===== src/rtl/ulb_pkg.sv =====
package ulb_pkg;
    localparam int LINE_SLOTS     = 6;
    localparam int MAX_SIMPLE     = 4;
    localparam int UOP_W          = 16;
    localparam int IP_W           = 32;
    localparam int LEN_W          = 4;
    localparam int MAX_INSN_BYTES = 15;
    localparam int NU_W           = 3;
    localparam int CNT_W          = 4;
    localparam int OFF_W          = 4;
    localparam int IDX_W          = 6;
    localparam int KIND_W         = 2;

    localparam int SLOT_CNT_W = $clog2(LINE_SLOTS + 1);
    localparam int BYTES_W    = $clog2(LINE_SLOTS * MAX_INSN_BYTES + 1);
    localparam int SLOT_W     = KIND_W + UOP_W;
    localparam int IC_LINES   = 1 << IDX_W;
    localparam int UIDX_W     = $clog2(MAX_SIMPLE);

    typedef enum logic [KIND_W-1:0] {
        SK_EMPTY = 2'b00,
        SK_UOP   = 2'b01,
        SK_MSEQ  = 2'b10
    } slot_kind_e;

    typedef struct packed {
        slot_kind_e           kind;
        logic [UOP_W-1:0]     payload;
    } slot_t;

    typedef struct packed {
        logic [IP_W-1:0]                  ip;
        logic [LEN_W-1:0]                 len;
        logic [NU_W-1:0]                  nuops;
        logic                             complex_op;
        logic                             bb_start;
        logic                             bb_end;
        logic [MAX_SIMPLE-1:0][UOP_W-1:0] uops;
    } insn_t;

    typedef struct packed {
        logic [IP_W-1:0]             tag;
        logic [SLOT_CNT_W-1:0]       used;
        logic [BYTES_W-1:0]          bytes;
        logic                        keep;
        slot_t [LINE_SLOTS-1:0]      slots;
    } line_t;

    function automatic logic [SLOT_CNT_W-1:0] slots_needed(input insn_t i);
        return i.complex_op ? SLOT_CNT_W'(1) : SLOT_CNT_W'(i.nuops);
    endfunction

    function automatic logic line_fits(input logic [SLOT_CNT_W-1:0] used,
                                       input logic [SLOT_CNT_W-1:0] need);
        return ({1'b0, used} + {1'b0, need}) <= (SLOT_CNT_W+1)'(LINE_SLOTS);
    endfunction

    function automatic logic [IDX_W-1:0] ic_index(input logic [IP_W-1:0] ip);
        return ip[OFF_W +: IDX_W];
    endfunction
endpackage


===== src/rtl/ulb_access_filter.sv =====
module ulb_access_filter
    import ulb_pkg::*;
(
    input  logic             clk,
    input  logic             rst,
    input  logic             start,
    input  logic [IDX_W-1:0] start_idx,
    input  logic             filt_en,
    input  logic [CNT_W-1:0] thresh,
    input  logic             inv_valid,
    input  logic [IDX_W-1:0] inv_idx,
    output logic             keep
);
    logic [CNT_W-1:0] cnt_q [IC_LINES];
    logic [CNT_W-1:0] seen;
    logic [CNT_W-1:0] bumped;

    // A replacement in the same cycle is applied before the new access counts.
    always_comb begin
        seen   = (inv_valid && inv_idx == start_idx) ? '0 : cnt_q[start_idx];
        bumped = (seen >= thresh) ? seen : seen + CNT_W'(1);
        keep   = !filt_en || (bumped >= thresh);
    end

    always_ff @(posedge clk) begin
        if (rst) begin
            for (int i = 0; i < IC_LINES; i++) cnt_q[i] <= '0;
        end else begin
            if (inv_valid) cnt_q[inv_idx] <= '0;
            if (start)     cnt_q[start_idx] <= bumped;
        end
    end
endmodule


===== src/rtl/ulb_slot_packer.sv =====
module ulb_slot_packer
    import ulb_pkg::*;
(
    input  line_t                            base,
    input  logic [SLOT_CNT_W-1:0]            need,
    input  logic                             is_cx,
    input  logic [LEN_W-1:0]                 len,
    input  logic [MAX_SIMPLE-1:0][UOP_W-1:0] uops,
    output line_t                            merged
);
    slot_t [LINE_SLOTS-1:0] new_slots;
    logic  [SLOT_CNT_W:0]   lo;
    logic  [SLOT_CNT_W:0]   hi;

    assign lo = {1'b0, base.used};
    assign hi = lo + {1'b0, need};

    for (genvar g = 0; g < LINE_SLOTS; g++) begin : g_slot
        logic [SLOT_CNT_W:0] rel;
        slot_t               sv;
        always_comb begin
            rel = (SLOT_CNT_W+1)'(g) - lo;
            sv  = base.slots[g];
            if ((SLOT_CNT_W+1)'(g) >= lo && (SLOT_CNT_W+1)'(g) < hi) begin
                if (is_cx) begin
                    sv.kind    = SK_MSEQ;
                    sv.payload = uops[0];
                end else if (rel < (SLOT_CNT_W+1)'(MAX_SIMPLE)) begin
                    sv.kind    = SK_UOP;
                    sv.payload = uops[rel[UIDX_W-1:0]];
                end
            end
        end
        assign new_slots[g] = sv;
    end

    always_comb begin
        merged       = base;
        merged.used  = base.used + need;
        merged.bytes = base.bytes + BYTES_W'(len);
        merged.slots = new_slots;
    end
endmodule


===== src/rtl/uop_line_builder.sv =====
module uop_line_builder
    import ulb_pkg::*;
(
    input  logic                         clk,
    input  logic                         rst,
    input  logic                         filt_en,
    input  logic [CNT_W-1:0]             thresh,
    input  logic                         inv_valid,
    input  logic [IDX_W-1:0]             inv_idx,
    input  logic                         in_valid,
    input  logic [IP_W-1:0]              in_ip,
    input  logic [LEN_W-1:0]             in_len,
    input  logic [NU_W-1:0]              in_nuops,
    input  logic                         in_complex,
    input  logic                         in_bb_start,
    input  logic                         in_bb_end,
    input  logic [MAX_SIMPLE*UOP_W-1:0]  in_uops,
    output logic                         disp_valid,
    output logic [IP_W-1:0]              disp_tag,
    output logic [SLOT_CNT_W-1:0]        disp_count,
    output logic [BYTES_W-1:0]           disp_bytes,
    output logic [LINE_SLOTS*SLOT_W-1:0] disp_slots,
    output logic                         term_valid,
    output logic [IP_W-1:0]              term_tag,
    output logic [SLOT_CNT_W-1:0]        term_count,
    output logic [BYTES_W-1:0]           term_bytes,
    output logic [LINE_SLOTS*SLOT_W-1:0] term_slots
);
    insn_t                 ins;
    line_t                 open_q;
    logic                  open_vld_q;
    logic [SLOT_CNT_W-1:0] need;
    logic                  append;
    logic                  displace;
    logic                  start_line;
    logic                  keep_new;
    line_t                 fresh;
    line_t                 base;
    line_t                 merged;

    always_comb begin
        ins.ip         = in_ip;
        ins.len        = in_len;
        ins.nuops      = in_nuops;
        ins.complex_op = in_complex;
        ins.bb_start   = in_bb_start;
        ins.bb_end     = in_bb_end;
        ins.uops       = in_uops;
    end

    assign need       = slots_needed(ins);
    assign append     = in_valid && open_vld_q && !ins.bb_start && line_fits(open_q.used, need);
    assign displace   = in_valid && open_vld_q && !append;
    assign start_line = in_valid && !append;

    ulb_access_filter u_filter (
        .clk       (clk),
        .rst       (rst),
        .start     (start_line),
        .start_idx (ic_index(ins.ip)),
        .filt_en   (filt_en),
        .thresh    (thresh),
        .inv_valid (inv_valid),
        .inv_idx   (inv_idx),
        .keep      (keep_new)
    );

    always_comb begin
        fresh      = '0;
        fresh.tag  = ins.ip;
        fresh.keep = keep_new;
        base       = append ? open_q : fresh;
    end

    ulb_slot_packer u_packer (
        .base   (base),
        .need   (need),
        .is_cx  (ins.complex_op),
        .len    (ins.len),
        .uops   (ins.uops),
        .merged (merged)
    );

    always_ff @(posedge clk) begin
        if (rst) begin
            open_vld_q <= 1'b0;
            open_q     <= '0;
        end else if (in_valid) begin
            if (ins.bb_end) begin
                open_vld_q <= 1'b0;
            end else begin
                open_vld_q <= 1'b1;
                open_q     <= merged;
            end
        end
    end

    assign disp_valid = displace && open_q.keep;
    assign disp_tag   = open_q.tag;
    assign disp_count = open_q.used;
    assign disp_bytes = open_q.bytes;
    assign disp_slots = open_q.slots;

    assign term_valid = in_valid && ins.bb_end && merged.keep;
    assign term_tag   = merged.tag;
    assign term_count = merged.used;
    assign term_bytes = merged.bytes;
    assign term_slots = merged.slots;
endmodule


===== config.mk =====
export PLATFORM = sky130hd
export DESIGN_NAME = uop_line_builder
export DESIGN_NICKNAME = d
export VERILOG_FILES = /design/src/rtl/ulb_pkg.sv /design/src/rtl/ulb_access_filter.sv /design/src/rtl/ulb_slot_packer.sv /design/src/rtl/uop_line_builder.sv
export SDC_FILE = /design/constraint.sdc
export NUM_CORES = 1
export LEC_CHECK = 0
export BUFFER_PORTS_ARGS = -buffer_cell sky130_fd_sc_hd__buf_2
export CORE_UTILIZATION = 25
export CTS_BUF_LIST = sky130_fd_sc_hd__clkbuf_4
export DETAILED_ROUTE_END_ITERATION = 10
export PLACE_DENSITY_LB_ADDON = 0.15
export SYNTH_ARGS = -nofsm -noshare
export SYNTH_HDL_FRONTEND = slang
export SYNTH_SLANG_ARGS = --single-unit

===== constraint.sdc =====
create_clock -name clk -period 6.5 [get_ports clk]
set_clock_uncertainty 0.05 [all_clocks]
set_input_delay 0.325 -clock clk [delete_from_list [all_inputs] [get_ports clk]]
set_output_delay 0.325 -clock clk [all_outputs]
set_load 0.02 [all_outputs]

== Yosys cells after proc, flatten, opt, wreduce, memory -nomap -nowiden ==
Memories as Yosys holds them, arrays and structs flattened.
Cells that the tools add are included.

* Register bits after elaboration: 152
* Memory bits (writable): 256
* Output and inout port bits: 302
* Memories kept: 1

* Add/subtract/negate cells: 11
* $lt $le $gt $ge: 27
* Equality and inequality tests: 1
* Muxes and demuxes: 49
* Bitwise operators: 1
* Reductions and logical operators: 22

{| class="wikitable"
|+ Memories
! memory !! words !! width !! read ports !! clocked after Yosys merged registers in !! wr ports !! line !! source
|-
| u_filter.cnt_q || 64 || 4 || 1 || 0 || 64 || ulb_access_filter.sv:14 || <nowiki>logic [CNT_W-1:0] cnt_q [IC_LINES];</nowiki>
|}

{| class="wikitable"
|+ Operators by type and width
! kind !! number
|-
| $mux 18 || 18
|-
| $bmux 16 s2 || 6
|-
| $mux 151 || 1
|-
| $mux 16 || 6
|-
| $lt 4x3->1 const B || 6
|-
| $lt 2x3->1 const B || 6
|-
| $mux 4 || 4
|-
| $logic_and 1x1->1 || 15
|-
| $mux 6 || 2
|-
| $mux 1 || 11
|-
| $add 3x3->4 || 2
|-
| $ge 4x4->1 || 2
|-
| $lt 1x4->1 const A || 2
|-
| $lt 2x4->1 const A || 2
|-
| $lt 3x4->1 const A || 2
|-
| $reduce_or 4->1 || 2
|-
| $sub 1x3->4 const A || 2
|-
| $sub 2x3->4 const A || 2
|-
| $sub 3x3->4 const A || 2
|-
| $add 7x4->7 || 1
|-
| $eq 6x6->1 || 1
|-
| $ge 1x3->1 const A || 2
|-
| $ge 2x3->1 const A || 2
|-
| $ge 3x3->1 const A || 2
|-
| other kinds (8) || 10
|}

== Longest topological paths before layout ==
Gate-level depths: netlist of the first run.

* Depth after elaboration: 14
* Depth in mapped cells: 26
* Depth with buffers taken out: 21

== By module ==
Synthesis of the first run repeated with hierarchy kept, for this count alone.

* Cells, all modules: 2729
* Area, all modules: 25328.0 um^2

{| class="wikitable"
|+ Modules (own cells, without submodules)
! module !! times used !! cells an instance !! area an instance (um^2) !! seq. area each (um^2)
|-
| ulb_access_filter || 1 || 1139 || 12990.0 || 7687.4
|-
| uop_line_builder || 1 || 996 || 7704.9 || 3042.9
|-
| ulb_slot_packer || 1 || 594 || 4633.2 || 0.0
|}

== Worst setup path before layout of the first run ==
Ideal clock, no wire load.

* Path kind: input port to output port
* From: input in_complex
* To: output term_slots[0]
* Arrival: 5781 ps
* Required time: 6125 ps
* Setup slack: 344 ps
* Stages on the path: 23
* Path buffers: 7
* Cell sequence: clkbuf_1 clkbuf_1 clkbuf_1 or2_2 ha_1 fa_1 and3b_1 o21a_1 nor2_1 clkbuf_1 clkbuf_1 buf_1 nand2_1 inv_1 ha_1 nor2b_1 a21oi_1 o41ai_2 or3_1 nor2_1 clkbuf_1 nand2_1 nand2_1

* Longest elaborated chain between the ends: 11
* Elaborated cells between the ends (all ways): 16

{| class="wikitable"
|+ RTL lines
! what !! line !! source
|-
| start, declared || uop_line_builder.sv:14 || <nowiki>input logic in_complex,</nowiki>
|-
| branches (longest 10 deep; another with $add 3x3->4) || -- ||
|-
| $mux 18 (*) || ulb_slot_packer.sv:24 || <nowiki>if ((SLOT_CNT_W+1)'(g) >= lo && (SLOT_CNT_W+1)'(g) < hi) begin</nowiki>
|-
| end, declared || uop_line_builder.sv:27 || <nowiki>output logic [LINE_SLOTS*SLOT_W-1:0] term_slots</nowiki>
|}

Mark *: on every way between the ends. The select of a mux whose other input is x is not followed.

== Worst setup path after layout of the first run ==
* From: memory u_filter.cnt_q[55][1]
* To: output term_valid

* Longest elaborated chain between the ends: 8
* Elaborated cells between the ends (all ways): 9

{| class="wikitable"
|+ RTL lines
! what !! line !! source
|-
| start, declared || ulb_access_filter.sv:14 ||
|-
| $mem_v2 64x4 (*) || -- ||
|-
| $mux 4 (*) || ulb_access_filter.sv:20 || <nowiki>seen = (inv_valid && inv_idx == start_idx) ? '0 : cnt_q[start_idx];</nowiki>
|-
| $add 4x1->4 or $ge 4x4->1 (tied branches) || ulb_access_filter.sv:21 || <nowiki>bumped = (seen >= thresh) ? seen : seen + CNT_W'(1);</nowiki>
|-
| $mux 4 (*) || ulb_access_filter.sv:21 ||
|-
| $ge 4x4->1 (*) || ulb_access_filter.sv:22 || <nowiki>keep = !filt_en || (bumped >= thresh);</nowiki>
|-
| $logic_or 1x1->1 (*) || ulb_access_filter.sv:22 ||
|-
| $mux 151 (*) || uop_line_builder.sv:72 || <nowiki>base = append ? open_q : fresh;</nowiki>
|-
| $logic_and 1x1->1 (*) || uop_line_builder.sv:104 || <nowiki>assign term_valid = in_valid && ins.bb_end && merged.keep;</nowiki>
|-
| end, declared || uop_line_builder.sv:23 || <nowiki>output logic term_valid,</nowiki>
|}

Every way passes the cells marked *; elsewhere a longest branch is shown, timed or not.

==> run summary, run 1 <==
The flow ran to the end, and the final reports show no timing, DRC or antenna violations. For this design the total switching power over the nets is 0.002409 W. The sum of negative setup slack came out at 0 ns. TritonCTS built the clock tree. The number of warnings printed during yosys synthesis came out at 0.

Measured against its own limit, the worst slew margin works out to 0.1324. The cell depth of the worst flop-to-flop path came out at 16. The part of the power in the clock network came out at 0.383. The max-slew violation count is 0.

Ranked by total cell area, the synthesized netlist is headed by sky130_fd_sc_hd__edfxtp_1 (31%), sky130_fd_sc_hd__dfxtp_1 (12%), sky130_fd_sc_hd__nor2_1 (6.6%). The shortest clock period the worst path allows after layout came out at 6.194 ns. The slowest stage of the critical path is the sky130_fd_sc_hd__a222oi_1 cell. The routed layout has 23190 vias. The buffer count from post-CTS setup fixing is 0. The standard cell core area is 97140 um^2. The overall fraction of global-route tracks in use is 0.2281. The sequential area share after synthesis is 0.4351. The number of buffers between clock root and the deepest sink came out at 3. sky130_fd_sc_hd__edfxtp_1 takes more of the synthesized area than any other cell.

The buffering stage count on the worst path with inverters included is 1. In this run the number of H-tree levels came out at 4. Among all flip-flop cells after synthesis, the most frequent one is sky130_fd_sc_hd__edfxtp_1. Of the total power, the share spent switching nets is 0.3350. The final count of hold timing violations came out at 0. In the routed layout, each cell is associated on average with a via count of 5.234. The TritonCTS buffer count came out at 130. The path class of the lowest-slack min-delay path is primary input to flip-flop. The initial antenna violation count is 4. The power density over the cells is 236.9 nW/um^2. The share of synthesized area in the top cell type comes to 0.3117. STA classifies the critical path startpoint as a flip-flop. In the final routed layout, each cell accounts on average for 26.15 um.

The worst setup path is captured at a primary output. By instance count, the cell type seen most on the critical path is sky130_fd_sc_hd__a21o_1. The number of register bits inferred by synthesis came out at 408. On the critical path the largest part of the delay comes from compound AO/OA/AOI/OAI gates.

The number of violations of the max-capacitance limit is 0. The largest net degree at the start of global routing is 100. The share of total power dissipated in combinational logic is 0.209.

For the worst setup path, the data arrival time is 5.82 ns. The effective utilization at floorplan is 0.2539. The clock latency reported for the late side of the worst-skew pair is 1.00 ns.

The detail route stage leaves a number of antenna-violating nets equal to 0. Setup violations remaining at the end of the flow were counted as 0. The wire length after detailed routing came out at 115900 um.

The via count of the first global-routing pass was 23320. In this run the cell area of the synthesized design comes to 24660 um^2. Along the worst path, the maximum fanout reaches 4. The internal power consumption is 0.004782 W. Clock-pin slew was measured on the worst setup and hold paths at 0.06 ns. The required arrival time at the worst endpoint came out at 6.12 ns. The overflow left after global routing is 0. 423 I/O pins were placed. In this run the register-to-register setup slack is 1.32 ns. The count of unique library cells instantiated by Yosys came out at 69. The half-perimeter wire length after placement is 79540 um. The number of placement rows came out at 114. Counting every sink on the clock net gives 408. In this run the worst setup path begins at u_filter.cnt_q[55][1]. The number of gates on the worst path with buffers counted came out at 19. The die outline height came out at 316.1 um. At the end of routability-driven placement, the weighted congestion stood at 0.9198. The register share of total power is 0.408. The number of nets in the synthesized netlist came out at 2785. Following the worst setup path forward leads to its endpoint at term_valid. The period utilization came out at 0.9529. The number of enable flip-flop cells after synthesis is 256. Setup repair after global routing left no endpoint under its margin. Walking the worst path, the cells encountered are mux4_2 -> nand2_1 -> nand2_1 -> a222oi_1 -> a31oi_1 -> ha_1 -> a21o_1 -> a21o_1 -> a21o_1 -> a21o_2 -> and2_1 -> ha_1 -> nand2b_1 -> a21oi_1 -> nor2b_1 -> o21ai_0 -> o2bb2ai_1 -> nor2_1 -> buf_2. For the pin with the worst max-slew slack, the measured transition is 1.299 ns. The final net count is 3208. Input and output buffers added on the ports amount to 422.

The achievable clock frequency is 161.5 MHz. The endpoint of the worst-slack reg-to-reg timing path is disp_slots[31]. The setup path with the least slack is of type flip-flop to primary output. The maximum ir drop on the vdd rail is 0.1529 mV. The overall power after layout is 0.007191 W. The die outline area came out at 99900 um^2. The first global-routing pass estimated 165900 um of wire. The stage delay of the slowest cell on the critical path came out at 0.63 ns. The async set-reset flop share out of synthesis came out at 0. The final routed DRC violation total is 0.

In the final layout, the share of cells above drive strength 1 is 0.2805. The number of search-and-repair iterations in the first detailed-routing pass is 6. The horizontal die dimension is 316.1 um. The cell sitting at the root of the clock tree is a sky130_fd_sc_hd__clkbuf_4. The average instance area after synthesis is 9.373 um^2. Synthesis produced 2631 cells. The number of violations reported at the end of detailed-routing iteration 0 is 1842. The worst register-to-register path begins at disp_count[0]. The leakage power figure came out at 12.77 nW. The area added between synthesis and finish came out at 23.09%.
area by class of cell:
| type | count | area [um^2] |
|---|---|---|
| fill | 10250 | 66780 |
| multi-input combinational | 1806 | 11700 |
| sequential | 408 | 10730 |
| timing repair buffer | 678 | 4521 |
| tap | 1276 | 1597 |
| clock buffer | 183 | 1374 |
| clock inverter | 43 | 297.8 |
| inverter | 30 | 115.1 |
| antenna | 7 | 17.52 |
layer usage:
metal / track usage / part of all wire
met1: 0.2706 / 0.39
met2: 0.3833 / 0.49
met3: 0.05448 / 0.075
met4: 0.1165 / 0.049
met5: 0 / 0
worst reg2reg max path, cell delays in order, from the launching register on:
cell and delay (ns):
sky130_fd_sc_hd__dfxtp_2 0.32, sky130_fd_sc_hd__ha_1 0.23, sky130_fd_sc_hd__fa_1 0.49, sky130_fd_sc_hd__and3b_1 0.19, sky130_fd_sc_hd__o21ai_0 0.16, sky130_fd_sc_hd__buf_4 0.16
sky130_fd_sc_hd__nand3_1 0.31, sky130_fd_sc_hd__fa_1 0.58, sky130_fd_sc_hd__nor2b_1 0.17, sky130_fd_sc_hd__a21oi_1 0.44, sky130_fd_sc_hd__o31a_1 0.36, sky130_fd_sc_hd__o21ai_0 0.20
sky130_fd_sc_hd__a21oi_1 0.25, sky130_fd_sc_hd__nor2_1 0.07, sky130_fd_sc_hd__buf_4 0.25, sky130_fd_sc_hd__a211o_1 0.32, sky130_fd_sc_hd__dlygate4sd3_1 0.55
sequential cells by signal (all words and copies together), names as in the netlist:
register and flops:
disp_bytes 7, open_vld_q 1, u_filter.cnt_q 256, disp_slots 108, disp_tag 32, open_q 1
disp_count 3
synthesized netlist by cell type, types with 6 or more instances:
| cell | n |
|---|---|
| sky130_fd_sc_hd__a311oi_1 | 32 |
| sky130_fd_sc_hd__o21ai_0 | 40 |
| sky130_fd_sc_hd__nand3_1 | 13 |
| sky130_fd_sc_hd__a21oi_2 | 49 |
| sky130_fd_sc_hd__nand2_1 | 365 |
| sky130_fd_sc_hd__a211oi_1 | 8 |
| sky130_fd_sc_hd__mux2_2 | 38 |
| sky130_fd_sc_hd__a221oi_1 | 21 |
| sky130_fd_sc_hd__buf_2 | 46 |
| sky130_fd_sc_hd__dfxtp_1 | 152 |
| sky130_fd_sc_hd__nor3_1 | 45 |
| sky130_fd_sc_hd__a31oi_1 | 6 |
| sky130_fd_sc_hd__a22o_1 | 43 |
| sky130_fd_sc_hd__a21oi_1 | 197 |
| sky130_fd_sc_hd__a21o_1 | 11 |
| sky130_fd_sc_hd__edfxtp_1 | 256 |
| sky130_fd_sc_hd__ha_1 | 30 |
| sky130_fd_sc_hd__o21a_1 | 53 |
| sky130_fd_sc_hd__clkbuf_1 | 126 |
| sky130_fd_sc_hd__o221ai_1 | 17 |
| sky130_fd_sc_hd__mux4_2 | 61 |
| sky130_fd_sc_hd__nor2b_1 | 32 |
| sky130_fd_sc_hd__inv_1 | 27 |
| sky130_fd_sc_hd__buf_4 | 192 |
| sky130_fd_sc_hd__a211o_1 | 16 |
| sky130_fd_sc_hd__o22ai_1 | 25 |
| sky130_fd_sc_hd__buf_1 | 14 |
| sky130_fd_sc_hd__buf_6 | 9 |
| sky130_fd_sc_hd__xnor2_1 | 7 |
| sky130_fd_sc_hd__nor3b_1 | 11 |
| sky130_fd_sc_hd__a22oi_1 | 16 |
| sky130_fd_sc_hd__and3_1 | 9 |
| sky130_fd_sc_hd__o31a_1 | 6 |
| sky130_fd_sc_hd__o2bb2ai_1 | 7 |
| sky130_fd_sc_hd__nor2_1 | 436 |
| sky130_fd_sc_hd__mux2i_1 | 63 |
| sky130_fd_sc_hd__a221o_1 | 38 |
| sky130_fd_sc_hd__nand2b_1 | 24 |
| sky130_fd_sc_hd__a32oi_1 | 19 |
through the flow:
stage | std cells | utilization | worst slack (ns) | hold WS, ns | cell area (um^2)
after floorplan | 2631 | - | 0.3437 | 0.3952 | 24660
after global placement | 4017 | 0.2763 | 0.5058 | 0.4117 | 26840
after CTS | 4424 | 0.3122 | 0.01421 | 0.02498 | 30330
after global routing | 4431 | 0.3125 | 0.02189 | 0.1119 | 30350
final | 4431 | 0.3125 | 0.3063 | 0.1550 | 30350
after detailed placement | 4017 | 0.2763 | 0.5124 | 0.4175 | 26840
repair_timing:
| item | CTS | global route |
|---|---|---|
| resized for setup | 0 | 3 |
| endpoints found under the setup margin | 0 | 48 |
| hold buffers | 181 | 0 |
| endpoints found under the hold margin | 289 | 0 |
kinds of logic after synthesis:
family	after synthesis	share of synthesized area
simple gates	966	0.1627
compound gates	631	0.1830
buf+inv	417	0.09777
flops	408	0.4351
mux	164	0.09955
fa+ha+maj	33	0.01766
xor+xnor	12	0.004262
cells in the final DEF (no fill, tap or decap), types with 25 or more instances in the layout:
master                            n
sky130_fd_sc_hd__nor2_1         426
sky130_fd_sc_hd__buf_2          420
sky130_fd_sc_hd__nand2_1        365
sky130_fd_sc_hd__edfxtp_1       256
sky130_fd_sc_hd__a21oi_1        195
sky130_fd_sc_hd__clkbuf_4       183
sky130_fd_sc_hd__dlygate4sd3_1  181
sky130_fd_sc_hd__dfxtp_1        151
sky130_fd_sc_hd__buf_4           74
sky130_fd_sc_hd__mux2i_1         62
sky130_fd_sc_hd__mux4_2          61
sky130_fd_sc_hd__o21a_1          53
sky130_fd_sc_hd__a21oi_2         51
sky130_fd_sc_hd__a22o_1          43
sky130_fd_sc_hd__nor3_1          42
sky130_fd_sc_hd__o21ai_0         40
sky130_fd_sc_hd__mux2_2          38
sky130_fd_sc_hd__a221o_1         38
sky130_fd_sc_hd__a311oi_1        32
sky130_fd_sc_hd__nor2b_1         31
sky130_fd_sc_hd__ha_1            30
sky130_fd_sc_hd__inv_1           27
sky130_fd_sc_hd__clkinv_1        27
sky130_fd_sc_hd__o22ai_1         25
power by group through the flow:
stage / logic, W / clock network, W / registers (W)
global placement: 0.00140 / 0 / 0.00299
detailed placement: 0.00140 / 0 / 0.00299
CTS: 0.00151 / 0.00285 / 0.00293
global route: 0.00159 / 0.00296 / 0.00294
finish: 0.00150 / 0.00275 / 0.00294
floorplan: 0.000911 / 0 / 0.00295
how the worst min path moves through the flow:
stage | end | depth (start not counted) | from
floorplan | disp_bytes[0] | 2 | disp_bytes[0]
global placement | disp_slots[34] | 2 | disp_slots[34]
detailed placement | disp_slots[69] | 2 | disp_slots[69]
CTS | disp_slots[87] | 4 | in_uops[63]
global route | disp_slots[80] | 4 | in_uops[24]
finish | disp_slots[87] | 4 | in_uops[63]
Power figures use the tool's default switching activity.
==> run 2: changes to the inputs <==
- BUFFER_PORTS_ARGS: -buffer_cell sky130_fd_sc_hd__buf_2 -> not set
- DONT_BUFFER_PORTS: not set -> 1
==> run summary, run 2 (synthesis results as in run 1) <==
The run finished with clean final reports. The routed layout has 21820 vias. The combinational cell fraction of total power is 0.185. The number of top-level design ports is 423.

At the pin with the least slew margin, the transition time is 1.255 ns. The effective utilization at floorplan came out at 0.2539. The max-slew violation count came out at 0.

The fraction of layout instances using a drive strength above 1 is 0.1790. The tree built by TritonCTS fans out to 408 sinks. The worst hold path begins at in_valid. The power density over the cells is 244.4 nW/um^2. The slowest cell on the critical path is sky130_fd_sc_hd__nand3_1. Data on the critical path arrives at its endpoint at 5.91 ns. The global-route wire length before repair is 164200 um. Across the run, the number of max-cap violations was 0. The final count of hold timing violations is 0. Hold timing on the final database bottoms out at a slack of 0.1172 ns.

The switching power summed over all nets is 0.002336 W. The number of placement rows came out at 114. The largest net degree at the start of global routing came out at 195.

The number of levels the H-tree was split into is 4. Clock latency on the worst-skew pair, taken at its later pin, is 1.00 ns. The internal power consumption is 0.004592 W. In the final routed layout, each cell accounts on average for 28.85 um. After detailed routing, the total wire length is 116300 um. The floorplan step set the die width to 316.1 um. The worst hold path depth came out at 4. After clock tree synthesis, the clock-pin slew on the worst setup and hold paths is 0.05 ns. The category of the worst setup path capture point is a primary output.

The worst register-to-register path begins at disp_count[1]. The part of the power in the clock network came out at 0.381. The endpoint of the worst-slack reg-to-reg timing path is disp_slots[2]. The initial antenna violation count came to 8.

Walking the worst path, the cells encountered are dlygate4sd3_1 -> buf_16 -> or2_2 -> ha_1 -> fa_1 -> and3b_1 -> o21a_1 -> nor3_2 -> ha_1 -> inv_1 -> fa_1 -> inv_1 -> o31a_1 -> nand3_1 -> o221ai_1 -> buf_4. Leaving out fill and tap cells, the most frequent cell in the layout is sky130_fd_sc_hd__nor2_1. The design draws 0.006928 W. The number of buffers between clock root and the deepest sink came out at 3.

The register with the most flip-flops in the layout has 256 of them. The average vias per placed instance came out at 5.414. The most flop-heavy register is u_filter.cnt_q.

The worst-case setup margin in the final layout is 0.2178 ns. The first routing iteration left 1852 violations. TritonCTS created 130 clock buffers. For this run, the post-layout net count is 2801. The worst setup path is launched from a primary input. The overflow left after global routing came out at 0. The layout has 10280 filler cells. The global placer's final weighted congestion is 0.9441. The worst reg-to-reg setup slack came out at 0.72 ns. The type of the setup path with the least slack is primary input to primary output. In the layout the commonest cells are sky130_fd_sc_hd__nor2_1 (431), sky130_fd_sc_hd__nand2_1 (364), sky130_fd_sc_hd__edfxtp_1 (256).

For met2 alone, demand over resource in global routing was 0.3916. The cell family contributing the most delay on the critical path is buffers and inverters. The post-place setup slack is 1.017 ns.

For hold timing, the worst endpoint is disp_count[1]. The standard cell core area is 97140 um^2. The overall fraction of global-route tracks in use came out at 0.2291. The clock root buffer is sky130_fd_sc_hd__clkbuf_4. The die outline area came out at 99900 um^2. The leakage power figure is 10.82 nW. The number of search-and-repair iterations in the first detailed-routing pass is 5. The switching share of power came out at 0.3372. The buffer count from post-CTS setup fixing came out at 0. The largest fanout on the critical path is 61. Counting cells, the worst reg-to-reg path comes to 18. In the global route stage, met3 resource usage came out at 0.06076.

The TritonCTS clock tree is done. The maximum ir drop on the vdd rail is 0.1379 mV. The register share of total power is 0.434. The required arrival time at the worst endpoint came out at 6.12 ns. The via count of the first global-routing pass is 21900. The count of port buffers added during placement came out at 0. The shortest clock period the worst path allows after layout is 6.282 ns.

The headroom to the max-slew limit came out at 0.1616. The die outline height is 316.1 um. The final routed DRC violation total came out at 0. The setup violation total in the final timing report is 0.

The stage delay of the slowest cell on the critical path came out at 0.67 ns. Based on the critical path, the design can be clocked at up to 159.2 MHz. The area added between synthesis and finish came out at 14.97%. For met1 alone, demand over resource in global routing was 0.2600. The min-delay analysis places its worst path in the category primary input to flip-flop. The half-perimeter wire length after placement is 75740 um. The layer flagged by global routing as most heavily used is met2.

The post-route antenna net violation count is 0. Of the available clock period, the critical path in the final layout requires 0.9665. The buffering stage count on the worst path with inverters included came out at 5.
-- run 2: cell count changes in the layout (fill, tap and decap cells not counted), sizes merged --
cell / before / now
diode: 7 / 16
clkinv: 32 / 37
bufinv: 4 / 2
clkbuf: 183 / 178
dlygate4sd3: 181 / 169
buf: 497 / 102
inv: 34 / 33
-- run 2: worst max path at each step --
stage / endpoint / cells past startpoint / start / slack, ns
after floorplan: term_slots[0] / 23 / in_complex / 0.34
after global placement: term_slots[101] / 13 / in_complex / 1.05
after detailed placement: term_slots[101] / 14 / in_complex / 1.02
after CTS: term_slots[87] / 11 / disp_count[1] / 0.01
after global routing: term_slots[7] / 21 / in_complex / -0.0007
final: term_slots[19] / 16 / in_complex / 0.22
-- run 2: routing by layer --
metal | up-vias | routed length, um | share of wire
met4 | 0 | 6258 | 0.054
met3 | 270 | 9034 | 0.078
met2 | 1090 | 57220 | 0.49
li1 | 9465 | - | -
met1 | 10990 | 43770 | 0.38
met5 | - | 0 | 0
-- run 2: layout make-up --
type / count / area, um^2 / area share
antenna: 16 / 40.04 / 0.001412
clock buffer: 178 / 1336 / 0.04713
clock inverter: 45 / 262.8 / 0.009267
inverter: 30 / 112.6 / 0.003972
multi-input combinational: 1806 / 11750 / 0.4145
sequential: 408 / 10730 / 0.3785
tap: 1276 / 1597 / 0.05631
timing repair buffer: 271 / 2521 / 0.08892
-- run 2: through the flow --
| step | setup TNS (ns) | utilization | std cells | area [um^2] |
|---|---|---|---|---|
| 2_1_floorplan | 0 | - | 2631 | 24660 |
| 3_3_place_gp | 0 | 0.2566 | 3620 | 24930 |
| 3_5_place_dp | 0 | 0.2566 | 3620 | 24930 |
| 4_1_cts | 0 | 0.2911 | 4014 | 28270 |
| 5_1_grt | -0.0006621 | 0.2918 | 4028 | 28350 |
| 6_report | 0 | 0.2919 | 4030 | 28350 |
-- run 2: tightest hold or removal path: stages --
cell and delay [ns]:
sky130_fd_sc_hd__o2111a_1 0.17, sky130_fd_sc_hd__nand3_2 0.21, sky130_fd_sc_hd__fa_1 0.26, sky130_fd_sc_hd__a211oi_1 0.11
-- run 2: repair_timing --
item                                    CTS  global route
gates resized for setup                   0            14
endpoints found under the setup margin    0            62
hold endpoints to repair                653             0
hold buffers                            171             0
-- run 2: power by group through the flow --
stage	clock, W	sequential (W)	combinational (W)
after floorplan	0	0.00295	0.000911
after global placement	0	0.00306	0.00110
after detailed placement	0	0.00306	0.00110
final	0.00264	0.00300	0.00128
after CTS	0.00273	0.00300	0.00127
after global routing	0.00286	0.00301	0.00135
==> run 3: changes to the inputs <==
- clock period: 6.5 -> 7.8 ns (I/O delays scaled with it)
==> run summary, run 3 (synthesis results as in run 1) <==
The flow ran to the end, and the final reports show no timing, DRC or antenna violations. The floorplan has 114 rows. The number of violations reported at the end of detailed-routing iteration 0 came out at 1792. Wires add up to 117700 um. The total area of sequential cells came out at 10730 um^2. The final net count is 2756.

The global-route wire length before repair is 165700 um. The required arrival time at the worst endpoint is 7.36 ns. The global placer's final weighted congestion is 0.9450. The total of fill cells in the finished design is 10330. The buffer count from post-CTS setup fixing is 0. The worst setup path is launched from a flip-flop. The TritonCTS buffer count came out at 130.

Post-CTS repair changed the size of 0 cells. The fraction of layout instances using a drive strength above 1 came out at 0.1616. The final count of hold timing violations came to 0.

The area taken by multi-input logic gates is 11730 um^2. The most common cell after layout, fill and taps aside is sky130_fd_sc_hd__nor2_1. Measured along the x axis, the die boundary spans 316.1 um. The number of search-and-repair iterations in the first detailed-routing pass came out at 5. The achievable clock frequency came out at 139.2 MHz.

The sink count of the clock tree came out at 408. After global routing the overflow that remains totals 0. The clock latency reported for the late side of the worst-skew pair is 1.04 ns. VDD sags by at most 0.1293 mV. The register with the most flip-flops in the layout has 256 of them. The sum of negative setup slack is 0 ns. The largest net degree at the start of global routing is 195. The combinational cell fraction of total power came out at 0.180. The clock-pin slew on the worst setup and hold paths came out at 0.07 ns.

For this run, the total global-route usage over all layers was measured as 0.2326. Setup repair after global routing left no endpoint under its margin. The register share of total power came out at 0.435. TritonCTS built the clock tree. The setup violation total in the final timing report came out at 0. For this design the ratio of total power to cell area is 206.2 nW/um^2. In the layout the commonest cells are sky130_fd_sc_hd__nor2_1 (431), sky130_fd_sc_hd__nand2_1 (365), sky130_fd_sc_hd__edfxtp_1 (256).

The vias after detailed routing is 21440. The average wire length per cell after detail routing is 29.58 um. STA classifies the critical path endpoint as a primary output. The number of violations of the max-capacitance limit is 0. The max-slew violation count came out at 0. The effective utilization at floorplan came out at 0.2539. The clock root buffer is sky130_fd_sc_hd__clkbuf_4. The area added between synthesis and finish came out at 13.40%.

The critical path is of the flip-flop to primary output type. Along the worst path, the maximum fanout reaches 23. The die outline area came out at 99900 um^2.

The die outline height is 316.1 um. In this run the standard cell core region covers 97140 um^2. The register with the most flip-flops in the final layout is u_filter.cnt_q.

The leakage power figure is 10.60 nW. The switching power summed over all nets is 0.001943 W. Data arrives at the worst endpoint at 6.74 ns. In this run the remaining antenna-violating nets after routing total 0. The shortest clock period the worst path allows after layout is 7.184 ns.

The transition time at the pin with the least slew margin came out at 1.245 ns. The headroom to the max-slew limit is 0.1668. The via count of the first global-routing pass is 21350. The average vias per placed instance is 5.390.

The clock tree synthesis step divided the H-tree into 4 levels. The count of port buffers added during placement is 0. The path class of the tightest hold or removal check is primary input to flip-flop.

In this run the deepest clock path goes through 3 buffers. The half-perimeter wire length after placement is 76770 um. 423 I/O pins were placed. After detailed routing, the number of remaining DRC violations is 0. The initial antenna violation count is 4. The internal power consumption is 0.003824 W. Hold timing on the final database bottoms out at a slack of 0.08614 ns.

The part of the power in the clock network is 0.386. Dividing the final minimum period by the clock period gives 0.9211. The switching share of power came out at 0.3369.
[run 3: per-stage QoR]
stage	instance area [um^2]	util	setup slack, ns	cells	power, W
detailed placement	24580	0.2530	1.577	3574	0.003452
floorplan	24660	-	1.514	2631	0.003214
CTS	27940	0.2876	0.4504	3968	0.005854
global placement	24580	0.2530	1.640	3574	0.003447
global route	27960	0.2878	0.1275	3976	0.006037
finish	27960	0.2879	0.6157	3978	0.005767
[run 3: what timing repair did]
action / 4_1_cts / 5_1_grt
endpoints found under the hold margin: 628 / 0
hold buffers: 172 / 0
endpoints found under the setup margin: 0 / 0
[run 3: per-layer routing]
metal	vias to the layer above	global-route usage	wire length, um
met2	1036	0.3995	58190
met3	238	0.07325	10140
met5	-	0	0
met1	10790	0.2589	43600
met4	0	0.1150	5738
li1	9383	-	-
[run 3: path summary, 6_finish.rpt]
path | end | slack [ns] | from | cells past startpoint
worst max-delay path | term_slots[11] | 0.62 | disp_count[1] | 15
worst min-delay path | disp_slots[15] | 0.09 | in_uops[15] | 3
worst max register to register | disp_slots[13] | 1.29 | disp_count[1] | 16
worst min register to register | disp_bytes[0] | 0.53 | disp_bytes[0] | 2
[run 3: critical path, cell delays in order (launching register included)]
cell,delay [ns]
sky130_fd_sc_hd__dfxtp_1,0.86
sky130_fd_sc_hd__fa_1,0.54
sky130_fd_sc_hd__and3b_1,0.20
sky130_fd_sc_hd__o21ai_0,0.16
sky130_fd_sc_hd__buf_4,0.16
sky130_fd_sc_hd__nand3_1,0.28
sky130_fd_sc_hd__inv_2,0.54
sky130_fd_sc_hd__ha_1,0.33
sky130_fd_sc_hd__a21oi_1,0.27
sky130_fd_sc_hd__a21oi_1,0.24
sky130_fd_sc_hd__o41ai_4,0.26
sky130_fd_sc_hd__buf_4,0.33
sky130_fd_sc_hd__o31a_1,0.20
sky130_fd_sc_hd__nor2b_2,0.89
sky130_fd_sc_hd__a21oi_1,0.21
sky130_fd_sc_hd__nand2_1,0.26
[run 3: power groups by stage]
stage                     Combinational [W]  Sequential (W)  Clock, W
after floorplan                    0.000759         0.00246         0
after detailed placement           0.000900         0.00255         0
after global routing                0.00109         0.00251   0.00243
final                               0.00104         0.00251   0.00222
after CTS                           0.00104         0.00251   0.00231
after global placement             0.000895         0.00255         0
[run 3: cell type report]
cell class | count | area share
diodes | 10 | 0.0008949
flip-flops and latches | 408 | 0.3838
multi-input cells | 1806 | 0.4195
repair buffers | 226 | 0.07732
clock buffers | 176 | 0.04725
well taps | 1276 | 0.05709
inverters | 30 | 0.004027
clock inverters | 46 | 0.01016
